**config.mk**
```make
export PLATFORM = sky130hd
export DESIGN_NAME = pot_i2c_regbank
export DESIGN_NICKNAME = d
export VERILOG_FILES = /design/src/rtl/pot_i2c_pkg.sv /design/src/rtl/pot_i2c_ctrl.sv /design/src/rtl/pot_reg_dp.sv /design/src/rtl/pot_i2c_regbank.sv
export SDC_FILE = /design/constraint.sdc
export NUM_CORES = 1
export LEC_CHECK = 0
export ABC_AREA = 1
export BUFFER_PORTS_ARGS = -buffer_cell sky130_fd_sc_hd__buf_2
export CAP_MARGIN = 10
export CORE_MARGIN = 8
export CORE_UTILIZATION = 32
export CTS_CLUSTER_DIAMETER = 200
export DETAILED_ROUTE_END_ITERATION = 6
export PLACE_DENSITY = 0.51
export SETUP_SLACK_MARGIN = 0.5
export SLEW_MARGIN = 20
export SYNTH_ARGS = -nofsm -noshare
export SYNTH_HDL_FRONTEND = slang
export SYNTH_SLANG_ARGS = --single-unit
```
**constraint.sdc**
```tcl
create_clock -name clk -period 2.3 [get_ports clk]
set_clock_uncertainty 0.15 [all_clocks]
set_input_delay 0.23 -clock clk [delete_from_list [all_inputs] [get_ports clk]]
set_output_delay 0.23 -clock clk [all_outputs]
set_load 0.05 [all_outputs]
```
**src/rtl/pot_i2c_pkg.sv**
```systemverilog
package pot_i2c_pkg;

  localparam logic [3:0] DEV_PREFIX = 4'b1010;

  // strobes from the bus controller to the register datapath, one cycle wide
  typedef struct packed {
    logic       addrLoad;   // address byte received
    logic       dataWrite;  // write data byte received
    logic       stopSeen;   // STOP ended an active transaction
    logic [7:0] byteVal;    // byte carried by addrLoad / dataWrite
  } ctrlStrobe_t;

  typedef enum logic [2:0] {
    BUS_IDLE,
    BUS_DEVID,
    BUS_REGADDR,
    BUS_WRDATA,
    BUS_RDDATA,
    BUS_IGNORE
  } busState_t;

endpackage

```
**src/rtl/pot_i2c_ctrl.sv**
```systemverilog
module pot_i2c_ctrl
  import pot_i2c_pkg::*;
#(
  parameter int SYNC_STAGES = 2
) (
  input  logic        clk,
  input  logic        rstN,
  input  logic        sclIn,
  input  logic        sdaIn,
  input  logic [2:0]  idPins,
  input  logic [7:0]  rdByte,
  output logic        sdaOe,
  output ctrlStrobe_t strobe,
  output logic        sclLevel
);

  logic [SYNC_STAGES-1:0] sclPipe, sdaPipe;
  logic sclPrev, sdaPrev;
  logic sclS, sdaS;

  always_ff @(posedge clk or negedge rstN) begin
    if (!rstN) begin
      sclPipe <= '1;
      sdaPipe <= '1;
      sclPrev <= 1'b1;
      sdaPrev <= 1'b1;
    end else begin
      sclPipe <= {sclPipe[SYNC_STAGES-2:0], sclIn};
      sdaPipe <= {sdaPipe[SYNC_STAGES-2:0], sdaIn};
      sclPrev <= sclS;
      sdaPrev <= sdaS;
    end
  end

  assign sclS     = sclPipe[SYNC_STAGES-1];
  assign sdaS     = sdaPipe[SYNC_STAGES-1];
  assign sclLevel = sclS;

  logic startDet, stopDet, sclRise, sclFall;
  assign startDet = sclS & sclPrev & sdaPrev & ~sdaS;
  assign stopDet  = sclS & sclPrev & ~sdaPrev & sdaS;
  assign sclRise  = sclS & ~sclPrev;
  assign sclFall  = ~sclS & sclPrev;

  busState_t  state;
  logic [3:0] bitCnt;
  logic [7:0] shReg;
  logic       isRead;
  logic       rxState;

  assign rxState = (state == BUS_DEVID) || (state == BUS_REGADDR) || (state == BUS_WRDATA);

  always_ff @(posedge clk or negedge rstN) begin
    if (!rstN) begin
      state  <= BUS_IDLE;
      bitCnt <= '0;
      shReg  <= '0;
      isRead <= 1'b0;
      sdaOe  <= 1'b0;
      strobe <= '0;
    end else begin
      strobe <= '0;
      if (startDet) begin
        state  <= BUS_DEVID;
        bitCnt <= '0;
        sdaOe  <= 1'b0;
      end else if (stopDet) begin
        strobe.stopSeen <= (state != BUS_IDLE);
        state  <= BUS_IDLE;
        sdaOe  <= 1'b0;
      end else if (rxState) begin
        if (sclRise) begin
          if (bitCnt < 4'd8) shReg <= {shReg[6:0], sdaS};
          bitCnt <= bitCnt + 4'd1;
        end else if (sclFall && bitCnt == 4'd8) begin
          case (state)
            BUS_DEVID: begin
              if (shReg[7:1] == {DEV_PREFIX, idPins}) begin
                sdaOe  <= 1'b1;
                isRead <= shReg[0];
              end else begin
                state <= BUS_IGNORE;
              end
            end
            BUS_REGADDR: begin
              sdaOe           <= 1'b1;
              strobe.addrLoad <= 1'b1;
              strobe.byteVal  <= shReg;
            end
            default: begin
              sdaOe            <= 1'b1;
              strobe.dataWrite <= 1'b1;
              strobe.byteVal   <= shReg;
            end
          endcase
        end else if (sclFall && bitCnt == 4'd9) begin
          bitCnt <= '0;
          sdaOe  <= 1'b0;
          case (state)
            BUS_DEVID: begin
              if (isRead) begin
                state <= BUS_RDDATA;
                shReg <= rdByte;
                sdaOe <= ~rdByte[7];
              end else begin
                state <= BUS_REGADDR;
              end
            end
            BUS_REGADDR: state <= BUS_WRDATA;
            default:     state <= BUS_WRDATA;
          endcase
        end
      end else if (state == BUS_RDDATA) begin
        if (sclRise) begin
          if (bitCnt == 4'd8 && sdaS) state <= BUS_IGNORE;  // master NACK
          bitCnt <= bitCnt + 4'd1;
        end else if (sclFall) begin
          if (bitCnt == 4'd9) begin
            bitCnt <= '0;
            shReg  <= rdByte;
            sdaOe  <= ~rdByte[7];
          end else if (bitCnt == 4'd8) begin
            sdaOe <= 1'b0;
          end else if (bitCnt != 4'd0) begin
            shReg <= {shReg[6:0], 1'b0};
            sdaOe <= ~shReg[6];
          end
        end
      end
    end
  end

endmodule

```
**src/rtl/pot_reg_dp.sv**
```systemverilog
module pot_reg_dp
  import pot_i2c_pkg::*;
#(
  parameter int NUM_CH         = 2,
  parameter int GP_COUNT       = 6,
  parameter int WIPER_W        = 7,
  parameter int NV_BUSY_CYCLES = 400
) (
  input  logic                      clk,
  input  logic                      rstN,
  input  ctrlStrobe_t               strobe,
  input  logic                      shdnPin,
  output logic [7:0]                rdByte,
  output logic [NUM_CH-1:0][WIPER_W-1:0] wiperOut,
  output logic                      shutdown,
  output logic                      nvBusy
);

  localparam int ACR_ADDR = NUM_CH + GP_COUNT;
  localparam int CNT_W    = $clog2(NV_BUSY_CYCLES + 1);
  localparam logic [WIPER_W-1:0] MID_CODE = WIPER_W'(1) << (WIPER_W - 1);

  logic [7:0]  regAddr;
  logic        volSel, shdnBit, nvPending;
  logic [CNT_W-1:0] busyCnt;
  logic        writeOk;
  logic [NUM_CH-1:0] chanHit;
  logic [GP_COUNT-1:0] gpHit;
  logic        acrHit;
  logic [NUM_CH-1:0][WIPER_W-1:0] ivrReg;
  logic [GP_COUNT-1:0][7:0] gpReg;

  assign writeOk = strobe.dataWrite & ~nvBusy;
  assign acrHit  = (regAddr == 8'(ACR_ADDR));

  always_ff @(posedge clk or negedge rstN) begin
    if (!rstN) regAddr <= '0;
    else if (strobe.addrLoad) regAddr <= strobe.byteVal;
  end

  for (genvar c = 0; c < NUM_CH; c++) begin : g_chan
    assign chanHit[c] = (regAddr == 8'(c));
    always_ff @(posedge clk or negedge rstN) begin
      if (!rstN) begin
        ivrReg[c]   <= MID_CODE;
        wiperOut[c] <= MID_CODE;
      end else if (writeOk && chanHit[c]) begin
        wiperOut[c] <= strobe.byteVal[WIPER_W-1:0];
        if (!volSel) ivrReg[c] <= strobe.byteVal[WIPER_W-1:0];
      end
    end
  end

  for (genvar g = 0; g < GP_COUNT; g++) begin : g_gp
    assign gpHit[g] = (regAddr == 8'(NUM_CH + g));
    always_ff @(posedge clk or negedge rstN) begin
      if (!rstN) gpReg[g] <= '0;
      else if (writeOk && gpHit[g] && !volSel) gpReg[g] <= strobe.byteVal;
    end
  end

  always_ff @(posedge clk or negedge rstN) begin
    if (!rstN) begin
      volSel    <= 1'b0;
      shdnBit   <= 1'b1;
      nvPending <= 1'b0;
      nvBusy    <= 1'b0;
      busyCnt   <= '0;
    end else begin
      if (writeOk && acrHit) begin
        volSel  <= strobe.byteVal[7];
        shdnBit <= strobe.byteVal[6];
      end
      if (strobe.stopSeen) begin
        nvPending <= 1'b0;
        if (nvPending) begin
          nvBusy  <= 1'b1;
          busyCnt <= CNT_W'(NV_BUSY_CYCLES - 1);
        end
      end else if (writeOk && !volSel && (|chanHit || |gpHit)) begin
        nvPending <= 1'b1;
      end
      if (nvBusy) begin
        if (busyCnt == '0) nvBusy <= 1'b0;
        else busyCnt <= busyCnt - 1'b1;
      end
    end
  end

  always_comb begin
    rdByte = 8'h00;
    for (int c = 0; c < NUM_CH; c++)
      if (chanHit[c]) rdByte = 8'(volSel ? wiperOut[c] : ivrReg[c]);
    for (int g = 0; g < GP_COUNT; g++)
      if (gpHit[g] && !volSel) rdByte = gpReg[g];
    if (acrHit) rdByte = {volSel, shdnBit, nvBusy, 5'b00000};
  end

  assign shutdown = ~shdnBit | ~shdnPin;

endmodule

```
**src/rtl/pot_i2c_regbank.sv**
```systemverilog
module pot_i2c_regbank
  import pot_i2c_pkg::*;
#(
  parameter int NV_BUSY_CYCLES = 400,
  parameter int GP_COUNT       = 6,
  parameter int SYNC_STAGES    = 2
) (
  input  logic       clk,
  input  logic       rstN,
  input  logic       sclIn,
  input  logic       sdaIn,
  output logic       sdaOe,
  input  logic [2:0] idPins,
  input  logic       shdnPin,
  output logic [6:0] wiper0,
  output logic [6:0] wiper1,
  output logic       shutdown
);

  ctrlStrobe_t    strobe;
  logic [7:0]     rdByte;
  logic           sclLevel;
  logic           nvBusy;
  logic [1:0][6:0] wiperBus;

  pot_i2c_ctrl #(.SYNC_STAGES(SYNC_STAGES)) u_ctrl (
    .clk(clk), .rstN(rstN), .sclIn(sclIn), .sdaIn(sdaIn), .idPins(idPins),
    .rdByte(rdByte), .sdaOe(sdaOe), .strobe(strobe), .sclLevel(sclLevel)
  );

  pot_reg_dp #(.NUM_CH(2), .GP_COUNT(GP_COUNT), .WIPER_W(7),
               .NV_BUSY_CYCLES(NV_BUSY_CYCLES)) u_dp (
    .clk(clk), .rstN(rstN), .strobe(strobe), .shdnPin(shdnPin),
    .rdByte(rdByte), .wiperOut(wiperBus), .shutdown(shutdown), .nvBusy(nvBusy)
  );

  assign wiper0 = wiperBus[0];
  assign wiper1 = wiperBus[1];

endmodule

```
==> results of run 1 <==
[worst reg2reg max path, cell delays in order, from the launching register on]
cell and delay [ns]:
dfrtp_1 0.40, nor2_4 0.12, buf_4 0.14, nand2_8 0.07, nor2_4 0.11, nand2_4 0.10
nor2_4 0.20, buf_6 0.16, a21oi_1 0.05, nand4_1 0.11, nand3_1 0.10, a21oi_1 0.17
[repair_timing]
item / 4_1_cts / 5_1_grt
setup buffers: 39 / 30
pin swaps: 41 / 30
hold buffers: 3 / 0
gates resized for setup: 88 / 114
gates cloned: 2 / 3
setup endpoints to repair: 103 / 113
hold endpoints to repair: 110 / 0
[layer usage]
layer	share of wire, %	global-route usage, %
met5	0	0
met3	2.8	2.55
met1	49	20.8
met2	47	23.5
met4	2.0	5.83
[layout make-up]
cell class,instances,area (um2)
Tap cell,265,332
Multi-Input combinational cell,541,3190
Timing Repair Buffer,114,962
Timing Repair inverter,1,6.26
Fill cell,1859,10500
Sequential cell,131,3300
Inverter,65,274
Clock buffer,20,467
Clock inverter,12,224
[cells in the final DEF, fill, tap and decap left out, types with 4 or more instances in the layout]
master,instances
a21oi_1,26
o21ai_2,8
xor2_1,5
nand3_1,26
o21ai_0,70
nor3_2,4
buf_2,22
nor2_4,19
or2_2,5
buf_4,64
dfrtp_1,115
a21oi_2,12
nand3_4,4
nor3_4,8
nand2_2,19
inv_4,7
nor3_1,4
nand2_4,14
bufinv_16,6
clkbuf_16,17
dfstp_2,11
nand3_2,11
nand2_1,201
buf_12,6
buf_6,17
o21ai_1,26
inv_1,41
nor2_2,10
nand4_1,12
dfrtp_2,5
nor2_1,36
inv_2,15
[worst min path at each step]
stage | start | to | slack, ns | cells past startpoint
after floorplan | rstN | u_ctrl.bitCnt[0] | -0.22 | 0
after global placement | rstN | u_dp.ivrReg[3] | 0.04 | 1
after detailed placement | rstN | u_dp.ivrReg[3] | 0.04 | 1
after CTS | rstN | u_dp.ivrReg[3] | 0.15 | 2
after global routing | rstN | u_dp.ivrReg[3] | 0.20 | 2
final | rstN | u_dp.ivrReg[3] | 0.15 | 2
[flip-flops by register name, summed over array words and instances (netlist names), 2 cells and up]
register and flops:
u_dp.ivrReg 14, u_dp.busyCnt 9, u_ctrl.shReg 8, u_dp.wiperOut 14, u_dp.regAddr 8, u_ctrl.sdaPipe 2, u_dp.gpReg 48, u_ctrl.sclPipe 2
u_ctrl.bitCnt 4, u_ctrl.strobe 11, u_ctrl.state 3
[per-stage QoR]
step / setup slack [ns] / hold WS (ns) / util [%] / area, um2
after floorplan: 0.496 / -0.216 / - / 6300
after global placement: 0.182 / 0.0389 / 35.5 / 6810
after detailed placement: 0.189 / 0.0378 / 35.5 / 6810
after global routing: 0.228 / 0.195 / 45.6 / 8750
after CTS: 0.396 / 0.154 / 42.2 / 8110
final: 0.330 / 0.146 / 45.6 / 8750
[cell families (layout without fill, tap and decap cells)]
logic type | count (synthesis) | count (layout)
AOI/OAI and AO/OA | 150 | 150
and+or+nand+nor | 379 | 382
xor gates and xnor gates | 5 | 5
adders and majority gates | 4 | 4
DFF | 131 | 131
buffers and inverters | 85 | 212
[power breakdown]
part / leakage [nW] / total [mW] / switching [mW] / internal (mW)
logic: 1.93 / 1.46 / 0.885 / 0.578
clock network: 0.337 / 3.18 / 1.05 / 2.12
registers: 1.76 / 2.58 / 0.138 / 2.45
total: 4.03 / 7.22 / 2.08 / 5.15
==> key figures, run 1 <==
Outcome
  – Status: completed

Yosys
  – Syn Area/Cell: around 8.2 um2
  – Ranking of synthesized cells by area: dfrtp_1, nand2_1, o21ai_0
  – Post-Synth XOR/XNOR Area: 0.707%
  – Synth warn: 0
  – Synth Instances: 754
  – Cell variety after synth: 36
  – Complex-gate fraction of the synthesized area: 12.6%
  – Largest family of logic cells by synthesized area: simple AND/OR/NAND/NOR gates
  – Synth Area in Adders: 0.808%
  – Multiplexer share of the synthesized area: 0%
  – Cell Area, Synth: approximately 0.0062 mm2
  – EDFF count, synth: 0
  – Commonest cells post-synth: nand2_1, dfrtp_1, o21ai_0
  – Most numerous cell in the Yosys netlist: nand2_1
  – Mapped Nets: 766
  – Share of flip-flops with an asynchronous set or reset: 100%
  – Top FF cell, synth: dfrtp_1
  – Post-synth top area share: 48.5%
  – Post-Synth Simple-Gate Area: 27.1%
  – Synthesized flop and latch total: 131
  – Largest area contributor in the netlist: dfrtp_1
  – Seq/Total Area, Yosys: a little over half

Critical path
  – Max incr delay on CP: about 0.4 ns
  – Setup crit end: u_ctrl.shReg[2]
  – CP required: ~2.5 ns
  – Crit. End Element: flip-flop
  – CP max-delay cell: dfrtp_1
  – Top cell by count, worst path: nor2_4
  – R2r endpoint: u_ctrl.shReg[2]
  – Worst reg2reg setup slack: 0.33 ns
  – Worst path cell trace: nor2_4 > buf_4 > nand2_8 > nor2_4 > nand2_4 > nor2_4 > buf_6 > a21oi_1 > nand4_1 > nand3_1 > a21oi_1
  – Worst EP arrival: between 2 and 2.5 ns
  – CP Launch Type: flip-flop
  – Bufs and invs on worst path: 2
  – Worst R2R Start: u_dp.regAddr[7]
  – Max FO, Critical Path: 6
  – Crit-path leading delay family: simple AND/OR/NAND/NOR gates
  – Critical path origin: u_dp.regAddr[7]
  – Worst reg-to-reg path cell count: 11
  – Critical path class: reg -> reg
  – Worst path depth: 11

Timing
  – Post-Route Setup TNS: 0 ns
  – Max-slew violations: 0
  – Fin crit period: between 1.5 and 2 ns
  – Tcrit/Tclk final: 85.6%
  – Fmax: 508 MHz
  – Final hold violation count: 0
  – Setup violations, final: 0
  – Tightest Pin Transition: 0.567 ns
  – RSZ-0062 raised after global routing: true
  – Slew margin rel.: 62.2%

Placement
  – GP Congestion: 0.869
  – Placed cells: ~1000
  – Input/output buffers: 23
  – HPWL Detailed: 11.6 mm

Global route
  – Initial antenna violation count: 0
  – Via count of the first global-routing pass: 5365
  – First-pass GRT wire length: 28.8 mm
  – Largest net degree at the start of global routing: 43
  – Congestion Overflow GR: 0
  – Total Routing Usage GR: 15.2%

Cells and area
  – Layout Cells excl Fill: 1149
  – Fraction of layout cells with a size suffix above 1: between 30% and 40%
  – Nets: 883
  – Ant. Diodes: 0
  – Area grow syn2layout: 41.3%

Routing
  – Initial drt markers: 347
  – Drt via density: ~4.8
  – Detailed Routing Iterations Pass 1: 5
  – Post-route antenna net violation count: 0
  – DR DRC count: 0
  – Wire per inst: about 16 um
  – Via count: 5504
  – DRT Wirelength: about 18 mm

Clock tree
  – CTS root buffer: clkbuf_16
  – CTS clk-pin slew, worst paths: around 0.060 ns
  – Clock latency on the worst-skew pair: 0.43 ns
  – Num CTS Buffers: 17
  – TritonCTS clock tree: done
  – Htree depth: 4
  – Clk buf depth: 2
  – Clock sinks: ~130

Die
  – Rows: between 50 and 60
  – Top-Level Pins: 24
  – Die Area: approximately 0.024 mm2
  – Core footprint: between 0.015 and 0.02 mm2
  – Die height: 155 um
  – Initial cell density of the core: approximately a third
  – Die width: 155 um

Power and ir drop
  – Max VDD drop: just under 500 uV
  – Tot Pwr: 7.22 mW
  – Pwr Density: about 830 mW/mm2
  – Leakage power total: 4.03 nW

Min path
  – Worst min path class: in -> async

Job
  – Max cap viols: 0
(Power assumes the default switching activity.)
==> inputs of run 2 (changes only) <==
--- a/config.mk
+++ b/config.mk
@@ -9,12 +9,12 @@
 export BUFFER_PORTS_ARGS = -buffer_cell sky130_fd_sc_hd__buf_2
 export CAP_MARGIN = 10
 export CORE_MARGIN = 8
-export CORE_UTILIZATION = 32
+export CORE_UTILIZATION = 45
 export CTS_CLUSTER_DIAMETER = 200
 export DETAILED_ROUTE_END_ITERATION = 6
-export PLACE_DENSITY = 0.51
-export SETUP_SLACK_MARGIN = 0.5
+export PLACE_DENSITY = 0.65
 export SLEW_MARGIN = 20
 export SYNTH_ARGS = -nofsm -noshare
 export SYNTH_HDL_FRONTEND = slang
 export SYNTH_SLANG_ARGS = --single-unit
+export TNS_END_PERCENT = 1
==> run 2 against run 1 <==
Compared with the run above:
- total power decreased by 14%
- setup slack got worse by 0.15 ns
- worst hold slack got worse by 0.048 ns
- clock power decreased by 16%
- global-route usage increased by 3.5 points
- non-clock buffer count decreased by 77
- via count decreased by 5.1%
- cell area decreased by 18%
- die area decreased by 26%
- first-iteration DRC count increased by 49%
- core utilization increased by 6.9 points
- sequential share of layout area increased by 8.2 points
- highest routed layer unchanged
==> key figures, run 2 (synthesized netlist as in run 1, its figures left out) <==
Critical path
  – Top cell by count, worst path: a21oi_1 (was nor2_4)
  – R2r endpoint: u_ctrl.shReg[4] (was u_ctrl.shReg[2])
  – Critical path class: reg -> reg (unchanged)
  – Setup crit end: u_ctrl.shReg[4] (was u_ctrl.shReg[2])
  – Bufs and invs on worst path: 3 (was 2)
  – CP Launch Type: flip-flop (unchanged)
  – Worst EP arrival: 2.27 ns (was 2.16 ns)
  – Max FO, Critical Path: 9 (was 6)
  – Max incr delay on CP: 0.40 ns (about the same)
  – Worst R2R Start: u_ctrl.bitCnt[1] (was u_dp.regAddr[7])
  – Worst reg2reg setup slack: 0.18 ns (was 0.33 ns)
  – Crit-path leading delay family: compound AO/OA/AOI/OAI gates (was simple AND/OR/NAND/NOR gates)
  – Critical path origin: u_ctrl.bitCnt[1] (was u_dp.regAddr[7])
  – Crit. End Element: flip-flop (unchanged)
  – CP max-delay cell: dfrtp_1 (unchanged)
  – Worst path depth: 11 (unchanged)
  – CP required: 2.45 ns (was 2.49 ns)
  – Worst path cell trace: inv_1 > ha_1 > nand3_2 > inv_2 > nand2_1 > o21ai_1 > o2111ai_2 > nor2_4 > inv_4 > a21oi_1 > a21oi_1 (was nor2_4 > buf_4 > nand2_8 > nor2_4 > nand2_4 > nor2_4 > buf_6 > a21oi_1 > nand4_1 > nand3_1 > a21oi_1)
  – Worst reg-to-reg path cell count: 11 (unchanged)

Die
  – Die width: 133 um (was 155 um)
  – Core footprint: 0.0137 mm2 (was 0.0192 mm2)
  – Top-Level Pins: 24 (unchanged)
  – Die Area: 0.0178 mm2 (was 0.0241 mm2)
  – Rows: 43 (was 51)
  – Die height: 133 um (was 155 um)
  – Initial cell density of the core: 45.3% (was 32.2%)

Timing
  – RSZ-0062 raised after global routing: false (was true)
  – Worst hold slack: 0.0977 ns (was 0.146 ns)
  – Fin worst setup slack: 0.183 ns (was 0.330 ns)
  – Fmax: 472 MHz (was 508 MHz)
  – Post-Route Setup TNS: 0 ns (unchanged)
  – Setup violations, final: 0 (unchanged)
  – Tightest Pin Transition: 0.539 ns (was 0.567 ns)
  – Final hold violation count: 0 (unchanged)
  – Slew margin rel.: 64.0% (was 62.2%)
  – Max-slew violations: 0 (unchanged)
  – Fin crit period: 2.12 ns (was 1.97 ns)
  – Tcrit/Tclk final: 92.1% (was 85.6%)

Power and ir drop
  – Int Pwr: 4.36 mW (was 5.15 mW)
  – Pwr Density: 862 mW/mm2 (was 825 mW/mm2)
  – Switching part of the total: 29.6% (was 28.7%)
  – NetSw: 1.83 mW (was 2.08 mW)
  – Sequential fraction of design power: 41.3% (was 35.8%)
  – Logic pwr share: 15.6% (was 20.3%)
  – Leakage power total: 3.35 nW (was 4.03 nW)
  – Max VDD drop: 540 uV (was 497 uV)
  – Clock power share: 43.1% (was 44.0%)
  – Tot Pwr: 6.19 mW (was 7.22 mW)

Routing
  – Wire per inst: 16.2 um (was 15.8 um)
  – Detailed Routing Iterations Pass 1: 5 (unchanged)
  – Post-route antenna net violation count: 0 (unchanged)
  – DR DRC count: 0 (unchanged)
  – Initial drt markers: 516 (was 347)
  – DRT Wirelength: 15.9 mm (was 18.2 mm)
  – Drt via density: 5.31 (was 4.79)
  – Via count: 5222 (was 5504)

Job
  – Max cap viols: 0 (unchanged)

Placement
  – Input/output buffers: 23 (unchanged)
  – Setup Slack @ Placement: 0.122 ns (was 0.189 ns)
  – GP Congestion: 0.887 (was 0.869)
  – HPWL Detailed: 11.1 mm (was 11.6 mm)

Cells and area
  – Fillers: 1339 (was 1859)
  – Max reg flops: 48 (unchanged)
  – Ant. Diodes: 0 (unchanged)
  – Biggest register: u_dp.gpReg (unchanged)
  – Fraction of layout cells with a size suffix above 1: 14.3% (was 35.4%)
  – Area occupied by multi-input gates: 0.00257 mm2 (was 0.00319 mm2)
  – Area grow syn2layout: 15.9% (was 41.3%)
  – Biggest regs: u_dp.gpReg x48, u_dp.ivrReg x14, u_dp.wiperOut x14 (unchanged)
  – Commonest non-fill, non-tap cells in the layout: nand2_1, dfrtp_1, o21ai_0, inv_1, nor2_1 (was nand2_1, dfrtp_1, o21ai_0, buf_4, inv_1)
  – Commonest non-fill, non-tap cell in the layout: nand2_1 (unchanged)
  – FF/Latch Area: 0.00329 mm2 (was 0.00330 mm2)
  – Nets: 802 (was 883)

Clock tree
  – Clock sinks: 131 (unchanged)
  – Clock latency on the worst-skew pair: 0.42 ns (was 0.43 ns)
  – TritonCTS clock tree: done (unchanged)
  – Num CTS Buffers: 17 (unchanged)
  – Clk buf depth: 2 (unchanged)
  – CTS root buffer: clkbuf_16 (unchanged)
  – CTS clk-pin slew, worst paths: 0.06 ns (about the same)
  – Htree depth: 4 (unchanged)

Global route
  – Congestion Overflow GR: 0 (unchanged)
  – Via count of the first global-routing pass: 4945 (was 5365)
  – Initial antenna violation count: 0 (unchanged)
  – Total Routing Usage GR: 18.7% (was 15.2%)
  – First-pass GRT wire length: 26.3 mm (was 28.8 mm)
  – Largest net degree at the start of global routing: 53 (was 43)

Outcome
  – Status: completed (unchanged)

Min path
  – Worst min path class: in -> async (unchanged)
[run 2: per-stage QoR]
| stage | std cells | utilization (%) | cell area [um2] |
|---|---|---|---|
| floorplan | 754 | - | 6190 |
| global placement | 948 | 47.9 | 6540 |
| detailed placement | 948 | 47.9 | 6540 |
| CTS | 983 | 52.3 | 7150 |
| global route | 983 | 52.5 | 7180 |
| finish | 983 | 52.5 | 7180 |
[run 2: routing by layer]
| layer | vias up | routed length (um) | global-route usage [%] |
|---|---|---|---|
| met3 | 21 | 741 | 4.14 |
| met1 | 2533 | 7410 | 24.9 |
| met2 | 142 | 7500 | 29.1 |
| li1 | 2526 | - | - |
| met4 | 0 | 295 | 7.30 |
| met5 | - | 0 | 0 |
[run 2: worst reg2reg max path, cell delays in order (launching register included)]
cell       delay [ns]
dfrtp_1          0.40
inv_1            0.10
ha_1             0.17
nand3_2          0.11
inv_2            0.11
nand2_1          0.09
o21ai_1          0.17
o2111ai_2        0.15
nor2_4           0.25
inv_4            0.09
a21oi_1          0.13
a21oi_1          0.09
[run 2: power groups by stage]
stage | clock network, mW | registers [mW] | logic, mW
after CTS | 2.69 | 2.55 | 0.933
after global routing | 2.81 | 2.57 | 1.08
after floorplan | 0 | 2.59 | 0.667
after detailed placement | 0 | 2.59 | 0.923
final | 2.67 | 2.56 | 0.963
after global placement | 0 | 2.59 | 0.914
[run 2: worst min path at each step]
stage          start               end  slack [ns]
6_report        rstN    u_dp.ivrReg[2]         0.1
4_1_cts         rstN     u_dp.gpReg[1]         0.1
2_1_floorplan   rstN  u_ctrl.bitCnt[0]       -0.22
5_1_grt         rstN    u_dp.ivrReg[2]        0.13
3_5_place_dp    rstN    u_dp.ivrReg[2]      -0.001
3_3_place_gp    rstN  u_dp.wiperOut[3]      -0.005
[run 2: final cells by class]
type	count	area share, %
inverter	65	3.47
multi-input combinational	538	35.8
sequential	131	45.9
tap	180	3.14
clock inverter	12	1.87
clock buffer	20	6.22
timing repair buffer	37	3.56
[run 2: repair_timing]
action / CTS / global route
resized for setup: 0 / 11
endpoints found under the hold margin: 122 / 0
endpoints found under the setup margin: 0 / 17
buffers inserted: 0 / 0
hold buffers: 3 / 0
